--- src/rtl/fb_scanout.sv ---
module fb_scanout #(
  parameter int H_SYNC      = 96,
  parameter int H_BACK      = 48,
  parameter int H_ACTIVE    = 640,
  parameter int H_FRONT     = 16,
  parameter int V_ACTIVE    = 480,
  parameter int V_FRONT     = 12,
  parameter int V_SYNC      = 2,
  parameter int V_BACK      = 31,
  parameter int ROW_BYTES   = 108,
  parameter int PIX_CLKS    = 3,
  parameter int LINE_REPEAT = 4,
  parameter int PIX_OFFSET  = 40,
  parameter int ADDR_W      = 16,
  parameter int FB_BASE     = 512
) (
  input  logic              clk,
  input  logic              rst_n,
  output logic              hsync_n,
  output logic              vsync_n,
  output logic              blank,
  output logic [3:0]        colour,
  output logic              fetch_req,
  output logic [ADDR_W-1:0] fetch_addr,
  input  logic [7:0]        fetch_byte,
  output logic              bus_claim
);

  localparam int H_TOTAL   = H_SYNC + H_BACK + H_ACTIVE + H_FRONT;
  localparam int V_TOTAL   = V_ACTIVE + V_FRONT + V_SYNC + V_BACK;
  localparam int HC_W      = $clog2(H_TOTAL + 1);
  localparam int VC_W      = $clog2(V_TOTAL + 1);
  localparam int BYTE_CLKS = 2 * PIX_CLKS;
  localparam int ROW_CLKS  = ROW_BYTES * BYTE_CLKS;
  localparam int WIN_START = H_SYNC + PIX_OFFSET;
  localparam int FP_START  = H_SYNC + H_BACK + H_ACTIVE;
  localparam int REP_W     = $clog2(LINE_REPEAT + 1);
  localparam int FPH_W     = $clog2(BYTE_CLKS + 1);
  localparam int PC_W      = $clog2(PIX_CLKS + 1);

  localparam logic [HC_W-1:0]   HC_LAST   = HC_W'(H_TOTAL - 1);
  localparam logic [HC_W-1:0]   HS_END    = HC_W'(H_SYNC);
  localparam logic [HC_W-1:0]   WIN_LO    = HC_W'(WIN_START);
  localparam logic [HC_W-1:0]   WIN_HI    = HC_W'(WIN_START + ROW_CLKS);
  localparam logic [HC_W-1:0]   FETCH_LO  = HC_W'(WIN_START - 2);
  localparam logic [HC_W-1:0]   FETCH_HI  = HC_W'(WIN_START - 2 + ROW_CLKS);
  localparam logic [HC_W-1:0]   FP_LO     = HC_W'(FP_START);
  localparam logic [VC_W-1:0]   VC_LAST   = VC_W'(V_TOTAL - 1);
  localparam logic [VC_W-1:0]   VC_ACT    = VC_W'(V_ACTIVE);
  localparam logic [VC_W-1:0]   VC_ACT_M1 = VC_W'(V_ACTIVE - 1);
  localparam logic [VC_W-1:0]   VS_LO     = VC_W'(V_ACTIVE + V_FRONT);
  localparam logic [VC_W-1:0]   VS_HI     = VC_W'(V_ACTIVE + V_FRONT + V_SYNC);
  localparam logic [REP_W-1:0]  REP_LAST  = REP_W'(LINE_REPEAT - 1);
  localparam logic [FPH_W-1:0]  FPH_LAST  = FPH_W'(BYTE_CLKS - 1);
  localparam logic [PC_W-1:0]   PC_LAST   = PC_W'(PIX_CLKS - 1);
  localparam logic [ADDR_W-1:0] BASE_ADDR = ADDR_W'(FB_BASE);
  localparam logic [ADDR_W-1:0] ROW_STEP  = ADDR_W'(ROW_BYTES);

  logic [HC_W-1:0]   hc;
  logic [VC_W-1:0]   vc;
  logic [REP_W-1:0]  rep;
  logic [ADDR_W-1:0] ptr;
  logic [FPH_W-1:0]  fph;
  logic [PC_W-1:0]   pcnt;
  logic              nib_hi;
  logic              byte_due;
  logic [7:0]        pix;

  logic line_end, frame_end, line_vis, in_fetch, in_win;

  assign line_end  = (hc == HC_LAST);
  assign frame_end = (vc == VC_LAST);
  assign line_vis  = (vc < VC_ACT);
  assign in_fetch  = (hc >= FETCH_LO) && (hc < FETCH_HI);
  assign in_win    = (hc >= WIN_LO) && (hc < WIN_HI);

  always_ff @(posedge clk or negedge rst_n) begin
    if (!rst_n) begin
      hc  <= '0;
      vc  <= '0;
      rep <= '0;
      ptr <= BASE_ADDR;
    end else if (line_end) begin
      hc  <= '0;
      vc  <= frame_end ? '0 : vc + 1'b1;
      rep <= (frame_end || rep == REP_LAST) ? '0 : rep + 1'b1;
      if (frame_end)
        ptr <= BASE_ADDR;
      else if (vc < VC_ACT_M1 && rep != REP_LAST)
        ptr <= ptr - ROW_STEP;
    end else begin
      hc <= hc + 1'b1;
      if (fetch_req) ptr <= ptr + 1'b1;
    end
  end

  always_ff @(posedge clk or negedge rst_n) begin
    if (!rst_n)             fph <= '0;
    else if (!in_fetch)     fph <= '0;
    else if (fph == FPH_LAST) fph <= '0;
    else                    fph <= fph + 1'b1;
  end

  assign fetch_req  = line_vis && in_fetch && (fph == '0);
  assign fetch_addr = ptr;

  always_ff @(posedge clk or negedge rst_n) begin
    if (!rst_n) begin
      byte_due <= 1'b0;
      pix      <= '0;
    end else begin
      byte_due <= fetch_req;
      if (byte_due) pix <= fetch_byte;
    end
  end

  always_ff @(posedge clk or negedge rst_n) begin
    if (!rst_n) begin
      pcnt   <= '0;
      nib_hi <= 1'b0;
    end else if (!in_win) begin
      pcnt   <= '0;
      nib_hi <= 1'b0;
    end else if (pcnt == PC_LAST) begin
      pcnt   <= '0;
      nib_hi <= ~nib_hi;
    end else begin
      pcnt <= pcnt + 1'b1;
    end
  end

  assign hsync_n   = (hc >= HS_END);
  assign vsync_n   = !((vc >= VS_LO) && (vc < VS_HI));
  assign blank     = !(line_vis && in_win);
  assign colour    = blank ? 4'd0 : (nib_hi ? pix[7:4] : pix[3:0]);
  assign bus_claim = (hc < HS_END) || (line_vis && hc < FP_LO);

endmodule

--- config.mk ---
export PLATFORM = sky130hd
export DESIGN_NAME = fb_scanout
export DESIGN_NICKNAME = d
export VERILOG_FILES = /design/src/rtl/fb_scanout.sv
export SDC_FILE = /design/constraint.sdc
export NUM_CORES = 1
export LEC_CHECK = 0
export CORE_MARGIN = 8
export CORE_UTILIZATION = 45
export CTS_CLUSTER_SIZE = 10
export DETAILED_ROUTE_END_ITERATION = 10
export PLACE_DENSITY_LB_ADDON = 0.05
export SLEW_MARGIN = 20
export SYNTH_ARGS = -nofsm -noshare
export SYNTH_HDL_FRONTEND = slang
export SYNTH_SLANG_ARGS = --single-unit
--- constraint.sdc ---
create_clock -name clk -period 2.25 [get_ports clk]
set_clock_uncertainty 0.15 [all_clocks]
set_input_delay 0.3375 -clock clk [delete_from_list [all_inputs] [get_ports clk]]
set_output_delay 0.3375 -clock clk [all_outputs]
set_load 0.02 [all_outputs]
Word-level counts from Yosys, hierarchy flattened
Cells that the tools add are included.

word-level totals
  latch bits = 0
  memories kept = 0
  memory bits (read-only) = 0
  output and inout bits = 25
  input bits = 10
  memory bits (writable) = 0
  bits in registers = 54

operators by class
  add/subtract/negate cells = 7
  order comparisons = 10
  div/mod/pow operators = 0
  mux-type cells = 15
  shift-type cells = 0
  equal/unequal tests = 8
  multiply operators = 0
  bitwise logic cells = 1
  reductions and logical operators = 15

operators with widths
  kind                     count
  $mux W16                 4
  $lt A10 B9 Y1 const B    3
  $add A10 B1 Y10 const B  2
  $eq A10 B10 Y1 const B   2
  $ge A10 B8 Y1 const B    2
  $lt A10 B10 Y1 const B   2
  $mux W10                 2
  $add A16 B1 Y16 const B  1
  $sub A16 B7 Y16 const B  1
  $ge A10 B7 Y1 const B    1
  $ge A10 B9 Y1 const B    1
  $lt A10 B7 Y1 const B    1
  $mux W3                  3
  $logic_and A1 B1 Y1      8
  $mux W4                  2
  $add A3 B1 Y3 const B    2
  $mux W2                  2
  $eq A3 B2 Y1 const B     1
  $eq A3 B3 Y1 const B     1
  $logic_not A3 Y1         1
  $ne A3 B1 Y1 const B     1
  $ne A3 B2 Y1 const B     1
  $add A2 B1 Y2 const B    1
  $eq A2 B2 Y1 const B     1
  7 further kinds          10

Longest topological paths before layout
Gate-level depths: netlist of run 1.

  depth in word-level cells = 6
  gate-level depth with buffers = 10
  mapped depth without buffers = 8

Worst setup path after synthesis of run 1
Ideal clock, no wire load.

  path type = reg2out
  start point = register hc[6]
  end point = output colour[0]
  arrival time = 1.939 ns
  stages on the path, launching flop included = 8
  required time = 1.762 ns
  setup slack = -0.177 ns
  path through = dfrtp_1 -> clkbuf_1 -> nor4_1 -> nor2_1 -> a21o_1 -> or2_2 -> clkbuf_1 -> nor2_1

on the way
  word-level cells in the longest chain between the ends = 4
  elaborated cells between the ends (all ways) = 5
  those cells by class = order compare: 2; mux: 1; reduce/logical: 2

RTL lines
  item                                                    RTL line  source
  start: declaration                                      59        logic [HC_W-1:0] hc;
  start signal: assignment                                92        hc <= hc + 1'b1;
  $ge A10 B8 Y1 / $lt A10 B10 Y1 (equally long branches)  75        assign in_win = (hc >= WIN_LO) && (hc < WIN_HI);
  $logic_and A1 B1 Y1 (*)                                 75
  $logic_and A1 B1 Y1 (*)                                 134       assign blank = !(line_vis && in_win);
  $mux W4 (*)                                             135       assign colour = blank ? 4'd0 : (nib_hi ? pix[7:4] : pix[3:0]);
  end: declaration                                        22        output logic [3:0] colour,

Mark *: on every way between the ends. The rest lies on a longest branch, timed or not.

Final worst setup path of run 1
  start point = register vc[6]
  end point = register ptr[12], in the netlist fetch_addr[12]

on the way
  word-level cells in the longest chain between the ends = 5
  elaborated cells between the ends (all ways) = 11
  those cells by class = order compare: 2; eq/ne: 2; mux: 2; reduce/logical: 5

RTL lines
  item                                 RTL line  source
  start: declaration                   60        logic [VC_W-1:0] vc;
  start signal: assignment             85        vc <= frame_end ? '0 : vc + 1'b1;
  $lt A10 B9 Y1                        73        assign line_vis = (vc < VC_ACT);
  $logic_and A1 B1 Y1 (2 in series)    104       assign fetch_req = line_vis && in_fetch && (fph == '0);
  $reduce_bool A2 Y1 (no source line)  -
  $reduce_and A2 Y1 (no source line)   -
  end signal: assignment               90        ptr <= ptr - ROW_STEP;
  end signal: assignment               93        if (fetch_req) ptr <= ptr + 1'b1;
  end: declaration                     62        logic [ADDR_W-1:0] ptr;

Several ways; a longest one is shown, not always the timed one.
A chain may end at the register's enable or synchronous reset.

==> results by group, run 1 <==
Run status
  • Status: finished, violations left
  • Failing checks: negative setup slack

Global route
  • Vias in the first global route: 2895
  • Gr usage total: 16.7%
  • First-pass GRT wire length: 13.8 mm
  • Initial antenna violation count: 0
  • Largest net degree at the start of global routing: 31
  • GR Overflow Total: 0

Yosys
  • Compound-Gate Fraction of Synth Area: 15.8%
  • Syn_area_per_cell: 9.31 um^2
  • Yosys warnings: 0
  • Top_reg_cell synth: dfrtp_1
  • Mux share of post-synthesis cell area: 7.66%
  • Synth Area in Adders: 3.14%
  • Seq/Total Area, Yosys: 42.5%
  • Asr flop ratio synth: 100%
  • Syn Inst Count: 342
  • Syn nets: 360
  • Yosys cell types: 57
  • #FFs+latches synth: 54
  • Post-Synth XOR/XNOR Area: 3.58%
  • Simple-Gate Fraction of Synth Area: 22.1%
  • Post-Syn Area: 3180 um^2
  • Main combinational cell family by area after synthesis: simple AND/OR/NAND/NOR gates
  • Post-synth EDFFs: 0

Clocking
  • Clock net sink count: 54
  • Clock buffer depth: 2
  • Clock Latency Late Sink: 310 ps
  • Root Driver: clkbuf_8
  • Num CTS Buffers: 5
  • Clock-pin slew on the worst setup and hold paths: 100 ps
  • H-tree levels: 2
  • CTS tree: built

Final layout
  • Final instance area: 4320 um^2
  • Area delta synth->final: 35.8%
  • NumNets Final: 443
  • # diodes: 0
  • Layout cells sized above 1: 28.5%
  • Most frequent cells in the layout: buf_4, dfrtp_1, nor2_1, nand2_1, clkdlybuf4s50_1
  • Most common cell after layout, fill and taps aside: buf_4

Critical path
  • Critical Path Source Type: register
  • Most used cell along the critical path: buf_6
  • CP peak stage delay: 560 ps
  • Crit Reg-Reg Endpoint: fetch_addr[12]$_DFFE_PN0P_
  • WP data required: 2290 ps
  • CP max-delay cell: or4b_4
  • Worst EP arrival: 2440 ps
  • Worst r2r path cells: 8
  • CP Class: register to register
  • FF-to-FF setup slack: -140 ps
  • Worst setup path endpoint: fetch_addr[12]$_DFFE_PN0P_
  • Crit-path max FO: 7
  • Kind of end point of the critical path: register
  • Setup crit start: vc[6]$_DFFE_PN0P_
  • Worst R2R Start: vc[6]$_DFFE_PN0P_
  • CP Cell Sequence: buf_6 > or4b_4 > nor3_4 > buf_4 > nor2_4 > buf_6 > a222oi_1 > mux2i_1

STA
  • Worst-margin pin slew: 456 ps
  • Tmin final: 2390 ps
  • Worst setup margin: -141 ps
  • Final setup violation count: 20
  • Rel. slew slack: 69.6%
  • Sum Neg Setup Slack: -1710 ps
  • Slew Limit Fails: 0
  • F_max: 418 MHz
  • Hold Violations, Final: 0
  • Hold WS: 268 ps
  • Unrepaired setup endpoints after global routing: true
  • Final Cycle Share: 106%

Die
  • Die width: 100 um
  • Core area: 6830 um^2
  • # rows: 30
  • Initial Utilization: 46.6%
  • Die height: 100 um
  • Die area: 10000 um^2
  • Io pins: 35

Placed design
  • HPWL after DPL: 5.84 mm
  • Buffers on Ports: 34
  • Final Wtd Congestion: 0.883
  • Dpl cell area: 4000 um^2

Routing
  • Final wirelength: 8.37 mm
  • Vias per cell: 5.63
  • Initial DRT Pass Iterations: 5
  • Final antenna-violating net count: 0
  • DR iter-0 viols: 253
  • DR vias: 2935
  • DRC: 0
  • Drt wl/cell: 16.1 um

Pwr
  • Pwr dens: 359 nW/um^2
  • Leakage: 1.90 nW
  • Worst vdd ir: 0.237 mV

Hold path
  • Hold Path Class: input pin to asynchronous set/reset pin

Job
  • Max-cap violations: 0
[registers in the layout (all words and copies together) (netlist names)]
register,count
pix,8
vc,10
pcnt,2
fph,3
hc,10
fetch_addr,16
byte_due,1
nib_hi,1
rep,3
[kinds of logic (layout without fill, tap and decap cells)]
kind of cell	Yosys count	in the layout
flip-flops	54	54
adder cells (fa/ha/maj)	8	8
AND/OR/NAND/NOR	136	136
multiplexers	23	23
XOR/XNOR	13	13
AO/OA/AOI/OAI	71	71
buffers and inverters	37	120
[final cells by class]
| cell class | instances | area (um^2) |
|---|---|---|
| Clock buffer | 5 | 68.8 |
| Clock inverter | 2 | 15.0 |
| Fill cell | 603 | 2510 |
| Inverter | 10 | 37.5 |
| Multi-Input combinational cell | 251 | 1800 |
| Sequential cell | 54 | 1350 |
| Tap cell | 96 | 120 |
| Timing Repair Buffer | 103 | 927 |
[critical path: cells and delay by family (launching register included)]
kind / cells / cell delay (ps)
compound gates: 1 / 290
buf+inv: 3 / 430
flops: 1 / 410
mux: 1 / 120
simple gates: 3 / 860
[repair_timing]
| item | in CTS | in global routing |
|---|---|---|
| setup endpoints to repair | 25 | 28 |
| hold endpoints to repair | 9 | 0 |
| resized for setup | 65 | 14 |
| pin swaps | 14 | 12 |
| setup buffers | 4 | 11 |
| hold buffers | 1 | 0 |
[metrics by stage]
step                      worst slack (ps)  utilization (%)  std cells  total power [mW]
after floorplan                      -85.0                -        342             0.989
after global placement                -405             58.5        500              1.03
after detailed placement              -449             58.5        500              1.03
after CTS                             -135             61.9        512              1.57
after global routing                  -266             63.3        521              1.61
final                                 -141             63.3        521              1.55
[how the worst min path moves through the flow]
| stage | to | cells after the start |
|---|---|---|
| floorplan | byte_due$_DFF_PN0_ | 0 |
| detailed placement | hc[1]$_DFF_PN0_ | 1 |
| global route | hc[1]$_DFF_PN0_ | 2 |
| finish | hc[1]$_DFF_PN0_ | 2 |
| global placement | hc[1]$_DFF_PN0_ | 1 |
| CTS | hc[1]$_DFF_PN0_ | 2 |
[layer usage]
layer	vias to the layer above	share of wire [%]	wire length [um]	GRT usage [%]
met2	84	47	3970	27.1
met4	0	0.82	69	6.05
met3	6	5.4	454	3.04
met1	1414	46	3880	21.6
li1	1431	-	-	-
met5	-	0	0	0
[cells in the mapped netlist, drive strengths merged, types with 3 or more instances]
cell type  instances  share of area, %
nor4               5              0.98
xnor2              8               2.2
buf               11               2.2
inv               10               1.2
and4               4               1.1
a222oi             6               1.9
o31ai              4              0.94
mux2              11               3.9
mux2i             12               3.8
a21oi              8               1.3
a32oi              3              0.83
xor2               5               1.4
and3               9               1.8
nor3              16               2.9
nand2             26               3.1
clkbuf            16               1.9
nand4              7               1.4
ha                 8               3.1
or3                3              0.59
dfrtp             53                42
nand2b             4              0.79
nor2              33               3.9
or2                3              0.59
o211ai             6               1.4
o221ai             3              0.83
o22ai              9               1.8
o21ai             15               2.4
and2               4              0.79
nand3             13               2.0
[power breakdown]
group          total (mW)  internal (mW)  switching, mW
sequential          0.970          0.970              0
clock               0.543          0.214          0.329
combinational      0.0399         0.0184         0.0215
Note: power is estimated with default switching activity, not from simulation.
==> run 2, diff against run 1 <==
CAP_MARGIN = 20   (was not set)
REMOVE_ABC_BUFFERS = 1   (was not set)
==> run 2 against run 1 <==
Against the previous run: first-iteration DRC count decreased by 23%; utilization increased by 0.38 points; sequential share of layout area down 0.19 points; die area stayed put; largest cell class unchanged; critical endpoint is now fetch_req; hold slack gained 40 ps; register-to-register slack about the same; global-route usage increased by 0.51 points; sequential power is essentially flat; wire length decreased by 2.1%; sequential cell count unchanged; the flow still finishes with violations (negative setup slack).
==> results by group, run 2 (same netlist as run 1, synthesis figures left out) <==
Run status
  • Status: finished, violations left
  • Failing checks: negative setup slack

Global route
  • Initial antenna violation count: 0
  • Largest net degree at the start of global routing: 55
  • First-pass GRT wire length: 14.1 mm
  • Gr usage total: 17.2%
  • GR Overflow Total: 0
  • Vias in the first global route: 2876

Clocking
  • Num CTS Buffers: 5
  • Clock-pin slew on the worst setup and hold paths: 100 ps
  • Clock buffer depth: 2
  • Clock net sink count: 54
  • CTS tree: built
  • Root Driver: clkbuf_8
  • H-tree levels: 2
  • Clock Latency Late Sink: 320 ps

Placed design
  • Final Wtd Congestion: 0.898
  • Pre-CTS WS: -337 ps
  • HPWL after DPL: 5.57 mm
  • Buffers on Ports: 34

Final layout
  • Most frequent cells in the layout: buf_4, dfrtp_1, nor2_1, nand2_1, clkdlybuf4s50_1
  • # diodes: 0
  • Max reg flops: 16
  • Multi-input gate area: 1800 um^2
  • NumNets Final: 443
  • # fillers: 564
  • Final core occ: 63.7%
  • FF/Latch Area: 1350 um^2
  • Most common cell after layout, fill and taps aside: buf_4
  • Layout cells sized above 1: 29.3%
  • Area delta synth->final: 36.6%

STA
  • Tmin final: 2380 ps
  • Worst-margin pin slew: 396 ps
  • Worst setup margin: -135 ps
  • F_max: 419 MHz
  • Final setup violation count: 19
  • Final Cycle Share: 106%
  • Rel. slew slack: 73.3%
  • Unrepaired setup endpoints after global routing: true
  • Slew Limit Fails: 0
  • Hold Violations, Final: 0

Pwr
  • Worst vdd ir: 0.221 mV
  • Pwr dens: 365 nW/um^2
  • Leakage: 1.93 nW

Die
  • # rows: 30
  • Die area: 10000 um^2
  • Die width: 100 um
  • Core area: 6830 um^2
  • Io pins: 35
  • Die height: 100 um
  • Initial Utilization: 46.6%

Routing
  • Final antenna-violating net count: 0
  • Drt wl/cell: 15.7 um
  • Final wirelength: 8.20 mm
  • DRC: 0
  • DR vias: 2931
  • Initial DRT Pass Iterations: 5
  • Vias per cell: 5.61
  • DR iter-0 viols: 194

Critical path
  • Worst EP arrival: 1900 ps
  • WP data required: 1760 ps
  • Crit-path max FO: 2
  • Kind of end point of the critical path: output port
  • CP max-delay cell: dfrtp_1
  • CP Class: register to output port
  • CP Cell Sequence: a41o_1 > or4_1 > or3_4 > inv_4 > buf_6
  • Critical Path Source Type: register
  • CP peak stage delay: 390 ps

Hold path
  • Hold Path Class: register to register

Job
  • Max-cap violations: 0
-- run 2: metal layers --
| metal | part of all wire (%) | global-route usage (%) |
|---|---|---|
| met1 | 46 | 22.7 |
| met4 | 1.2 | 5.35 |
| met5 | 0 | 0 |
| met2 | 46 | 27.7 |
| met3 | 6.6 | 3.25 |
-- run 2: final cells by class --
type                            instances  share of cell area, %
Multi-Input combinational cell        251                   41.4
Sequential cell                        54                   31.1
Timing Repair Buffer                  103                   21.7
Tap cell                               96                   2.76
Clock buffer                            5                   1.58
Inverter                               10                  0.920
Clock inverter                          3                  0.546
-- run 2: where the power goes --
group / total, mW / switching, mW / internal [mW]
sequential: 0.970 / 0 / 0.970
clock: 0.577 / 0.354 / 0.224
combinational: 0.0388 / 0.0213 / 0.0175
total: 1.59 / 0.375 / 1.21
-- run 2: what timing repair did --
action	CTS	global route
setup buffers	7	4
endpoints found under the hold margin	53	0
endpoints found under the setup margin	28	27
resized for setup	66	27
hold buffers	1	0
gates cloned	1	0
pin swaps	14	6
-- run 2: worst max-delay path: cells and delay by family (launching register included) --
family / cells / cell delay (ps)
buf+inv: 2 / 190
simple gates: 2 / 760
flops: 1 / 390
compound gates: 1 / 240
-- run 2: path summary, 6_finish.rpt --
path	from	endpoint	slack, ps	cells past startpoint
max	vc[5]$_DFFE_PN0P_	fetch_req	-130	5
min	pcnt[0]$_DFF_PN0_	pcnt[0]$_DFF_PN0_	310	1
max reg2reg	vc[5]$_DFFE_PN0P_	fetch_addr[2]$_DFFE_PN0P_	-130	6
min reg2reg	pcnt[0]$_DFF_PN0_	pcnt[0]$_DFF_PN0_	310	1
max in group asynchronous	rst_n	fetch_addr[9]$_DFFE_PN1P_	1270	3
min in group asynchronous	rst_n	hc[3]$_DFF_PN0_	390	3
-- run 2: through the flow --
step                      cells  hold slack (ps)  setup TNS [ps]  total power [mW]  area [um^2]
after floorplan             315             -108           -7380             0.989         3060
after global placement      502              209           -4220              1.03         3950
after detailed placement    502              212           -4520              1.03         3950
after CTS                   519              307           -1170              1.60         4230
after global routing        522              328           -3650              1.65         4350
final                       522              308           -1300              1.59         4350
==> run 3, diff against run 2 <==
SLEW_MARGIN = not set   (was 20)
==> results of run 3 <==
Final layout, timing and power as in run 2 (identical DEF).
